--- src/rtl/rtt_pkg.sv ---
package rtt_pkg;
  typedef enum logic [1:0] {
    TAG_FREE   = 2'd0,
    TAG_PEND   = 2'd1,
    TAG_POISON = 2'd2
  } tag_state_e;
endpackage

--- src/rtl/rtt_lowest_pick.sv ---
// Priority pick of the lowest set bit in a mask.
module rtt_lowest_pick #(
  parameter int N  = 32,
  parameter int IW = $clog2(N)
) (
  input  logic [N-1:0]  mask,
  output logic          found,
  output logic [IW-1:0] idx
);
  always_comb begin
    found = 1'b0;
    idx   = '0;
    for (int i = N - 1; i >= 0; i--) begin
      if (mask[i]) begin
        found = 1'b1;
        idx   = IW'(i);
      end
    end
  end
endmodule

--- src/rtl/rtt_timer_bank.sv ---
// One completion-timeout down-counter per tag.
module rtt_timer_bank #(
  parameter int NUM_TAGS = 32,
  parameter int TAG_W    = $clog2(NUM_TAGS),
  parameter int TMR_W    = 16
) (
  input  logic                clk,
  input  logic                rst,
  input  logic                load_en,
  input  logic [TAG_W-1:0]    load_tag,
  input  logic [TMR_W-1:0]    load_val,
  input  logic [NUM_TAGS-1:0] run_mask,
  output logic [NUM_TAGS-1:0] expire_mask
);
  logic [TMR_W-1:0] cnt_q [NUM_TAGS];

  always_ff @(posedge clk) begin
    if (rst) begin
      for (int t = 0; t < NUM_TAGS; t++) cnt_q[t] <= '0;
    end else begin
      for (int t = 0; t < NUM_TAGS; t++) begin
        if (load_en && load_tag == TAG_W'(t))
          cnt_q[t] <= load_val;
        else if (run_mask[t] && cnt_q[t] > TMR_W'(1))
          cnt_q[t] <= cnt_q[t] - TMR_W'(1);
      end
    end
  end

  // A running timer at one (or zero) has run out; it holds there until served.
  for (genvar g = 0; g < NUM_TAGS; g++) begin : g_exp
    assign expire_mask[g] = run_mask[g] && (cnt_q[g] <= TMR_W'(1));
  end

  // a tag being issued is never one whose timer is running out
  load_not_expiring_chk: assert property (@(posedge clk) disable iff (rst)
    load_en |-> !expire_mask[load_tag]);
endmodule

--- src/rtl/rtt_credit_pool.sv ---
// Completion header/data credit counters with one take and two returns per cycle.
module rtt_credit_pool #(
  parameter int HDR_CAP  = 16,
  parameter int DATA_CAP = 256,
  parameter int HW       = $clog2(HDR_CAP + 1),
  parameter int DW       = $clog2(DATA_CAP + 1)
) (
  input  logic          clk,
  input  logic          rst,
  input  logic          take_en,
  input  logic [DW-1:0] take_data,
  input  logic          ret_a_en,
  input  logic [DW-1:0] ret_a_data,
  input  logic          ret_b_en,
  input  logic [DW-1:0] ret_b_data,
  output logic [HW-1:0] hdr_free,
  output logic [DW-1:0] data_free
);
  localparam int HX = HW + 2;
  localparam int DX = DW + 2;

  logic [HX-1:0] hdr_nxt;
  logic [DX-1:0] data_nxt;

  always_comb begin
    hdr_nxt  = HX'(hdr_free) + HX'(ret_a_en) + HX'(ret_b_en) - HX'(take_en);
    data_nxt = DX'(data_free)
             + (ret_a_en ? DX'(ret_a_data) : '0)
             + (ret_b_en ? DX'(ret_b_data) : '0)
             - (take_en  ? DX'(take_data)  : '0);
  end

  always_ff @(posedge clk) begin
    if (rst) begin
      hdr_free  <= HW'(HDR_CAP);
      data_free <= DW'(DATA_CAP);
    end else begin
      hdr_free  <= HW'(hdr_nxt);
      data_free <= DW'(data_nxt);
    end
  end


  no_overflow_chk: assert property (@(posedge clk) disable iff (rst)
    (hdr_free <= HW'(HDR_CAP)) && (data_free <= DW'(DATA_CAP)));

  take_fits_chk: assert property (@(posedge clk) disable iff (rst)
    take_en |-> (hdr_free != '0) && (data_free >= take_data));
endmodule

--- src/rtl/rd_tag_tracker.sv ---
module rd_tag_tracker #(
  parameter int NUM_TAGS   = 32,
  parameter int HDR_CAP    = 16,
  parameter int DATA_CAP   = 256,
  parameter int CRED_BYTES = 16,
  parameter int BYTES_W    = 13,
  parameter int TMR_W      = 16
) (
  input  logic                               clk,
  input  logic                               rst,
  input  logic [TMR_W-1:0]                   timeout_cycles,
  input  logic                               req_valid,
  input  logic [BYTES_W-1:0]                 req_bytes,
  output logic                               req_ready,
  output logic [$clog2(NUM_TAGS)-1:0]        req_tag,
  input  logic                               cpl_valid,
  input  logic [$clog2(NUM_TAGS)-1:0]        cpl_tag,
  input  logic                               cpl_last,
  output logic                               cpl_accept,
  output logic                               cpl_drop,
  output logic                               tmo_pulse,
  output logic [$clog2(NUM_TAGS)-1:0]        tmo_tag,
  output logic [$clog2(HDR_CAP + 1)-1:0]     hdr_free,
  output logic [$clog2(DATA_CAP + 1)-1:0]    data_free
);
  import rtt_pkg::*;

  localparam int TAG_W = $clog2(NUM_TAGS);
  localparam int HW    = $clog2(HDR_CAP + 1);
  localparam int DW    = $clog2(DATA_CAP + 1);
  localparam int SH    = $clog2(CRED_BYTES);
  localparam int NW    = BYTES_W + 1;
  localparam int CW    = (NW > DW) ? NW : DW;

  tag_state_e           st_q [NUM_TAGS];
  logic [DW-1:0]        dcred_q [NUM_TAGS];
  logic [NUM_TAGS-1:0]  pend_mask, avail_mask, expire_mask, done_oh, tmo_cand;
  logic [NW-1:0]        need;
  logic                 alloc_found, fire, cpl_hit, cpl_done, tmo_hit;
  logic [TAG_W-1:0]     tmo_idx;

  for (genvar g = 0; g < NUM_TAGS; g++) begin : g_mask
    assign pend_mask[g]  = (st_q[g] == TAG_PEND);
    assign avail_mask[g] = (st_q[g] != TAG_PEND);
  end

  // Request side: tag pick and credit fit
  rtt_lowest_pick #(.N(NUM_TAGS), .IW(TAG_W)) u_alloc_pick (
    .mask(avail_mask), .found(alloc_found), .idx(req_tag));

  assign need      = (NW'(req_bytes) + NW'(CRED_BYTES - 1)) >> SH;
  assign req_ready = alloc_found && (hdr_free != '0) && (CW'(need) <= CW'(data_free));
  assign fire      = req_valid && req_ready;

  // Completion side: judged against the state before this edge's updates
  assign cpl_hit  = cpl_valid && (st_q[cpl_tag] == TAG_PEND);
  assign cpl_done = cpl_hit && cpl_last;
  assign done_oh  = cpl_done ? (NUM_TAGS'(1) << cpl_tag) : '0;

  rtt_timer_bank #(.NUM_TAGS(NUM_TAGS), .TAG_W(TAG_W), .TMR_W(TMR_W)) u_timers (
    .clk(clk), .rst(rst), .load_en(fire), .load_tag(req_tag),
    .load_val(timeout_cycles), .run_mask(pend_mask), .expire_mask(expire_mask));

  // A finishing completion takes precedence over its own timeout
  assign tmo_cand = expire_mask & ~done_oh;

  rtt_lowest_pick #(.N(NUM_TAGS), .IW(TAG_W)) u_tmo_pick (
    .mask(tmo_cand), .found(tmo_hit), .idx(tmo_idx));

  always_ff @(posedge clk) begin
    if (rst) begin
      for (int t = 0; t < NUM_TAGS; t++) st_q[t] <= TAG_FREE;
    end else begin
      for (int t = 0; t < NUM_TAGS; t++) begin
        if (fire && req_tag == TAG_W'(t))
          st_q[t] <= TAG_PEND;
        else if (cpl_done && cpl_tag == TAG_W'(t))
          st_q[t] <= TAG_FREE;
        else if (tmo_hit && tmo_idx == TAG_W'(t))
          st_q[t] <= TAG_POISON;
      end
    end
  end

  // Per-tag data reservation, RAM style (write on issue, read on release)
  always_ff @(posedge clk) begin
    if (fire) dcred_q[req_tag] <= DW'(need);
  end

  rtt_credit_pool #(.HDR_CAP(HDR_CAP), .DATA_CAP(DATA_CAP), .HW(HW), .DW(DW)) u_credits (
    .clk(clk), .rst(rst),
    .take_en(fire), .take_data(DW'(need)),
    .ret_a_en(cpl_done), .ret_a_data(dcred_q[cpl_tag]),
    .ret_b_en(tmo_hit),  .ret_b_data(dcred_q[tmo_idx]),
    .hdr_free(hdr_free), .data_free(data_free));

  always_ff @(posedge clk) begin
    if (rst) begin
      cpl_accept <= 1'b0;
      cpl_drop   <= 1'b0;
      tmo_pulse  <= 1'b0;
      tmo_tag    <= '0;
    end else begin
      cpl_accept <= cpl_hit;
      cpl_drop   <= cpl_valid && !cpl_hit;
      tmo_pulse  <= tmo_hit;
      tmo_tag    <= tmo_idx;
    end
  end


  alloc_not_live_chk: assert property (@(posedge clk) disable iff (rst)
    fire |-> (st_q[req_tag] != TAG_PEND));

  tmo_poisoned_chk: assert property (@(posedge clk) disable iff (rst)
    tmo_pulse |-> (st_q[tmo_tag] == TAG_POISON));

  accept_drop_excl_chk: assert property (@(posedge clk) disable iff (rst)
    !(cpl_accept && cpl_drop));

  hdr_balance_chk: assert property (@(posedge clk) disable iff (rst)
    (int'(hdr_free) + $countones(pend_mask)) == HDR_CAP);
endmodule

--- config.mk ---
export PLATFORM = sky130hd
export DESIGN_NAME = rd_tag_tracker
export DESIGN_NICKNAME = d
export VERILOG_FILES = /design/src/rtl/rtt_pkg.sv /design/src/rtl/rtt_lowest_pick.sv /design/src/rtl/rtt_timer_bank.sv /design/src/rtl/rtt_credit_pool.sv /design/src/rtl/rd_tag_tracker.sv
export SDC_FILE = /design/constraint.sdc
export NUM_CORES = 2
export LEC_CHECK = 0
export BUFFER_PORTS_ARGS = -buffer_cell sky130_fd_sc_hd__buf_2
export CAP_MARGIN = 20
export CORE_MARGIN = 5
export CORE_UTILIZATION = 30
export DETAILED_ROUTE_END_ITERATION = 6
export PLACE_DENSITY_LB_ADDON = 0.15
export SLEW_MARGIN = 20
export SYNTH_ARGS = -nofsm -noshare
export SYNTH_HDL_FRONTEND = slang
export SYNTH_SLANG_ARGS = --single-unit
--- constraint.sdc ---
create_clock -name clk -period 12.7 [get_ports clk]
set_clock_uncertainty 0.15 [all_clocks]
set_input_delay 3.81 -clock clk [delete_from_list [all_inputs] [get_ports clk]]
set_output_delay 3.81 -clock clk [all_outputs]
set_load 0.01 [all_outputs]
* Word-level counts from Yosys, hierarchy flattened *
Memory sizes are Yosys's and may differ from the RTL's.
Index checks and enable logic that the tools add are counted.
Widths: inputs -> output; s select.

word-level totals
  register bits = 22
  memory bits (writable) = 864
  input bits = 39
  output and inout port bits = 28
  word-level logic and storage cells = 1413
  memories = 3

memory list
  name            words  width  read ports  clocked after Yosys merged registers in  write ports  RTL line              RTL
  u_timers.cnt_q  32     16     32          0                                        32           rtt_timer_bank.sv:15  logic [TMR_W-1:0] cnt_q [NUM_TAGS];
  dcred_q         32     9      2           0                                        1            rd_tag_tracker.sv:36  logic [DW-1:0] dcred_q [NUM_TAGS];
  st_q            32     2      33          0                                        32           rd_tag_tracker.sv:35  tag_state_e st_q [NUM_TAGS];

cells by class
  $add $sub $neg = 39
  magnitude comparators = 65
  eq/ne operators = 158
  shift operators = 1
  mux-type cells = 808
  bitwise operators = 162
  reductions and logical operators = 171

operators by type and width
  operator               count
  $mux 16                64
  $mux 1                 580
  $gt 16x1->1 const B    32
  $le 16x1->1 const B    32
  $sub 16x1->16 const B  32
  $mux 5                 64
  $eq 5x5->1 const B     48
  $mux 2                 96
  $logic_and 1x1->1      166
  $or 1x1->1             160
  $eq 5x4->1 const B     24
  $eq 2x1->1 const B     33
  $ne 2x1->1 const B     32
  $eq 5x3->1 const B     12
  $and 32x32->32         1
  $mux 32                1
  $not 32->32            1
  $shl 1x5->32 const A   1
  $eq 5x2->1 const B     6
  $mux 9                 3
  $add 9x9->9            2
  $eq 5x1->1 const B     3
  $logic_not 5->1        3
  $add 13x4->14 const B  1
  other kinds (6)        7

* Longest topological paths before layout *
An unclocked memory read counts as a cell.

  depth in word-level cells = 47
  gate-level depth with buffers = 31
  depth with buffers taken out = 29

* By module *
From an unflattened synthesis, not the netlist that was laid out.

unflattened totals
  cell total of the unflattened synthesis = 4679
  area, all modules = 52715.6 um^2

by module, submodules not included
  module           times used  cells an instance  area an instance (um^2)  sequential area each (um^2)
  rtt_timer_bank   1           3198               31662.9                  15374.7
  rd_tag_tracker   1           1200               18884.4                  10730.3
  rtt_credit_pool  1           151                1427.6                   280.3
  rtt_lowest_pick  2           65                 370.4                    0.0

* Least setup slack after synthesis *
OpenSTA, ideal clock, no wires.

  kind = input port to output port
  from = in req_bytes[3]
  to = out req_ready
  arrival time = 6.957 ns
  required time = 8.740 ns
  slack = 1.783 ns
  stages = 11
  path buffers = 0
  cell sequence = nor4_1 > nor2_1 > and3_1 > and3_1 > and3_1 > xor2_1 > ha_1 > nand2_1 > nor3_1 > a211oi_1 > nor3b_1

on the way
  cells in the longest elaborated chain, start to end = 3

RTL lines
  element            RTL line              RTL
  from (decl)        rd_tag_tracker.sv:13  input logic [BYTES_W-1:0] req_bytes,
  $add 13x4->14      rd_tag_tracker.sv:51  assign need = (NW'(req_bytes) + NW'(CRED_BYTES - 1)) >> SH;
  named net need[8]  rd_tag_tracker.sv:38  logic [NW-1:0] need;
  $le 10x9->1        rd_tag_tracker.sv:52  assign req_ready = alloc_found && (hdr_free != '0) && (CW'(need) <= CW'(data_free));
  $logic_and 1x1->1  rd_tag_tracker.sv:52
  to (decl)          rd_tag_tracker.sv:14  output logic req_ready,

The timed path passes the listed nets, and every way through them passes these cells.

* Worst setup path after layout *
  from = in cpl_tag[2]
  to = reg u_credits.data_free[8]

on the way
  cells in the longest elaborated chain, start to end = 43
  elaborated cells between the ends (all ways) = 78
  classes of those cells = add/sub (3); eq/ne (1); shift (1); mux (67); bitwise (2); reduce/logical (2); memory (2)

RTL lines
  element               RTL line               RTL
  from (decl)           rd_tag_tracker.sv:17   input logic [$clog2(NUM_TAGS)-1:0] cpl_tag,
  $mem_v2 32x2          n/a
  $eq 2x1->1            rd_tag_tracker.sv:56   assign cpl_hit = cpl_valid && (st_q[cpl_tag] == TAG_PEND);
  $logic_and 1x1->1     rd_tag_tracker.sv:56
  $logic_and 1x1->1     rd_tag_tracker.sv:57   assign cpl_done = cpl_hit && cpl_last;
  $mux 32               rd_tag_tracker.sv:58   assign done_oh = cpl_done ? (NUM_TAGS'(1) << cpl_tag) : '0;
  $not 32->32           rd_tag_tracker.sv:65   assign tmo_cand = expire_mask & ~done_oh;
  $and 32x32->32        rd_tag_tracker.sv:65
  $mux 5 (32 in a row)  rtt_lowest_pick.sv:14  if (mask[i]) begin
  $mem_v2 32x9          n/a
  $mux 9                rtt_credit_pool.sv:29  + (ret_b_en ? DX'(ret_b_data) : '0)
  $add 9x9->9 *         rtt_credit_pool.sv:29
  $sub 9x9->9 *         rtt_credit_pool.sv:30  - (take_en ? DX'(take_data) : '0);
  to (signal assigned)  rtt_credit_pool.sv:36  data_free <= DW'(DATA_CAP);
  to (signal assigned)  rtt_credit_pool.sv:39  data_free <= DW'(data_nxt);
  to (decl)             rtt_credit_pool.sv:17  output logic [DW-1:0] data_free

Mark *: on every way between the ends. The rest lies on a longest branch, timed or not.
A chain may end at the register's enable or synchronous reset.

==> results.toml <==
[status]
status = "finished, final reports clean"

[placement]
gp_congestion = 0.9601
place.detailed.hpwl_um = 125800
placed_cells = 7028
port_buffers = 66

[yosys]
synthTopCellsByCount = "864 x edfxtp_1, 573 x nor2_1, 293 x xnor2_1"
ys.flop_type = "edfxtp_1"
yosysWarnings = 0
postSynthCellCount = 4761
synth_area_sq_um = 52360
yosysUniqueCellTypes = 86
synth.avg_cell_area_sq_um = 11.00
synth_edf_count = 864
synth_top_area_share_pct = 49.55
synth-seq-cells = 886
yosys.area.top_type = "edfxtp_1"
async_flop_share_pct = 0
yosysMostFrequentCell = "edfxtp_1"
syn_nets = 4904
ys_seq_area_share_pct = 50.39
netlist_top_cells_area = "edfxtp_1 50%, xnor2_1 4.9%, mux4_2 4.2%"

[floorplan]
chipHeight_um = 427.8
core_area_sq_um = 173800
die_w_um = 427.8
start_util_pct = 30.12
rows = 153
die_area_sq_um = 183000
io_pins = 67

[pwr]
p_switching_mw = 2.349
power.share.clock_pct = 38.4
power_frac_seq_pct = 44.9
power_per_cell_area_nw_per_um2 = 135.0
p_leak_nw = 19.93
sw_frac_of_total_pct = 29.28
p_int_mw = 5.674
max-vdd-ir-drop_uv = 108.7
comb_power_share_pct = 16.6

[min_path]
hold_path_end = "u_timers.cnt_q[0][272]"
hp-start = "u_timers.cnt_q[0][272]"
hp-class = "register to register"
holdPathStages = 1

[clocking]
cts_resized = 0
cts-buffers-inserted = 107
cts_tree = "yes"
clk_latency_ns = 0.76
clock_sinks = 886
clk_pin_slew_ns = 0.06
cts_setup_buffers = 0
clk_path_buf_depth = 3
cts.hold.buffers_added = 0
cts-root-buf = "clkbuf_16"
htree_levels = 3

[flow_run]
cap_violations = 0

[setup_path]
critical_path_arrival_ns = 11.51
r2r_end = "u_credits.data_free[8]"
path_max_fanout = 38
reg2reg_setup_slack_ns = 4.20
r2r_start = "u_timers.cnt_q[0][378]"
start_kind = "input port"
path_class = "input port to register"
reg2regPathDepth = 28
crit_path_end_kind = "register"
required_ns = 13.17

[cells_and_area]
drive_gt1_share_pct = 11.22
final_cells = 7233
area_delta_synth_final_pct = 13.49
nets = 4955
fillers = 17600

[timing]
whs_ns = 0.4887
max-slew-margin-rel_pct = 19.98
finalHoldViolations = 0
period_minus_slack_ns = 11.03
setup_viol = 0
drv_slew = 0
fmax_mhz = 90.63
finalSetupTns_ns = 0
rsz0062_at_grt = "no"
worstMarginPinSlew_ns = 1.189
finalCritPeriodShare_pct = 86.88

[route]
wl_per_cell_um = 26.03
ant_nets = 0
drtPass1Iterations = 6
routed_wl_um = 188300
vias = 40420
drt_iter0_markers = 3531
via_per_inst = 5.589
drc = 0

[grt]
antenna_found_initial = 10
overflow = 0
grt_pass1_vias = 39470
grt.total_usage_pct = 19.92
grt_pass1_wl_um = 272700
grt_start_max_net_pins = 122
## registers in the layout (all words and copies together), names as in the netlist
| register | flops |
|---|---|
| cpl_drop | 1 |
| u_timers.cnt_q | 512 |
| u_credits.hdr_free | 5 |
| cpl_accept | 1 |
| tmo_pulse | 1 |
| tmo_tag | 5 |
| st_q | 64 |
| u_credits.data_free | 9 |
| dcred_q | 288 |
## cell usage in the layout (no fill, tap or decap), types with 65 or more instances in the layout
master     count
o22ai_1      174
ha_1          86
nand2_1      231
o2bb2ai_1    109
nand2b_1      70
nor2_1       561
nor2b_1       90
a21oi_1       98
mux4_2        97
buf_4        143
buf_2         65
nand3_1       90
nor3_1       169
a211oi_1     221
mux2i_1      172
edfxtp_1     864
o21ai_0       80
clkbuf_16    107
nor4_1       133
or4_1         69
inv_1        165
xor2_1       115
xnor2_1      289
## worst max path at each step
| stage | endpoint | cells past startpoint | slack, ns | startpoint |
|---|---|---|---|---|
| floorplan | req_ready | 11 | 1.78 | req_bytes[3] |
| global placement | u_credits.data_free[8] | 28 | 1.04 | cpl_tag[2] |
| detailed placement | u_credits.data_free[8] | 28 | 0.98 | cpl_tag[2] |
| CTS | req_ready | 14 | 1.65 | req_bytes[3] |
| global route | u_credits.data_free[8] | 28 | 1.19 | cpl_tag[2] |
| finish | u_credits.data_free[8] | 28 | 1.67 | cpl_tag[2] |
## metrics by stage
| step | util [%] | power (mW) | instance area (sq um) | setup slack, ns |
|---|---|---|---|---|
| finish | 34.19 | 8.023 | 59430 | 1.666 |
| global route | 34.18 | 8.372 | 59420 | 1.188 |
| CTS | 34.17 | 8.106 | 59400 | 1.654 |
| detailed placement | 32.19 | 4.995 | 55940 | 0.9801 |
| global placement | 32.15 | 4.994 | 55890 | 1.040 |
| floorplan | - | 4.529 | 52360 | 1.783 |
## worst max-delay path, stage by stage
cell and delay, ns:
buf_2 0.11, inv_1 0.48, nor2_1 0.27, a2111oi_0 0.97, and2_0 0.23, a311oi_1 0.06, o21ai_1 0.58, a211o_4 0.78
buf_4 0.39, mux2i_1 0.12, a21oi_1 0.18, o22ai_1 0.12, o32ai_1 0.56, fa_1 0.27, inv_1 0.05, fa_1 0.54
inv_1 0.05, ha_1 0.26, a21o_1 0.18, a21o_1 0.19, a21o_1 0.18, a21oi_1 0.22, o21bai_1 0.09, a21oi_1 0.19
xnor2_1 0.15, xor2_1 0.20, and2_1 0.14, mux2i_1 0.06
## power groups by stage
stage / logic, mW / registers (mW) / clock network [mW]
5_1_grt: 1.47 / 3.63 / 3.27
3_3_place_gp: 1.34 / 3.66 / 0
6_report: 1.34 / 3.60 / 3.08
4_1_cts: 1.34 / 3.60 / 3.16
3_5_place_dp: 1.33 / 3.66 / 0
2_1_floorplan: 0.903 / 3.63 / 0
## cell type report
| cell class | instances | area, sq um | share of cell area (%) |
|---|---|---|---|
| clock buffer | 135 | 2843 | 4.784 |
| tap | 2325 | 2909 | 4.895 |
| sequential | 886 | 26390 | 44.40 |
| inverter | 170 | 638.1 | 1.074 |
| clock inverter | 65 | 613.1 | 1.032 |
| timing repair buffer | 214 | 1489 | 2.506 |
| multi-input combinational | 3433 | 24540 | 41.29 |
| antenna | 5 | 12.51 | 0.02105 |
## metal layers
metal  up-vias  wire length [um]  GRT usage (%)
li1      18390                 -              -
met5         -                 0              0
met3       309              9936          2.779
met2      1245             86000          31.88
met4         0              5910          5.969
met1     20480             86430          28.07
## kinds of logic (layout without fill, tap and decap cells)
logic type	Yosys count	count (layout)	share of synthesized area, %
and+or+nand+nor	1687	1687	16.14
AOI/OAI and AO/OA	959	959	13.05
DFF	886	886	50.39
buffers and inverters	442	584	3.279
xor gates and xnor gates	412	412	6.892
muxes	271	271	7.503
adders and majority gates	104	104	2.743
other	0	5	0
Note: power is estimated with default switching activity, not from simulation.
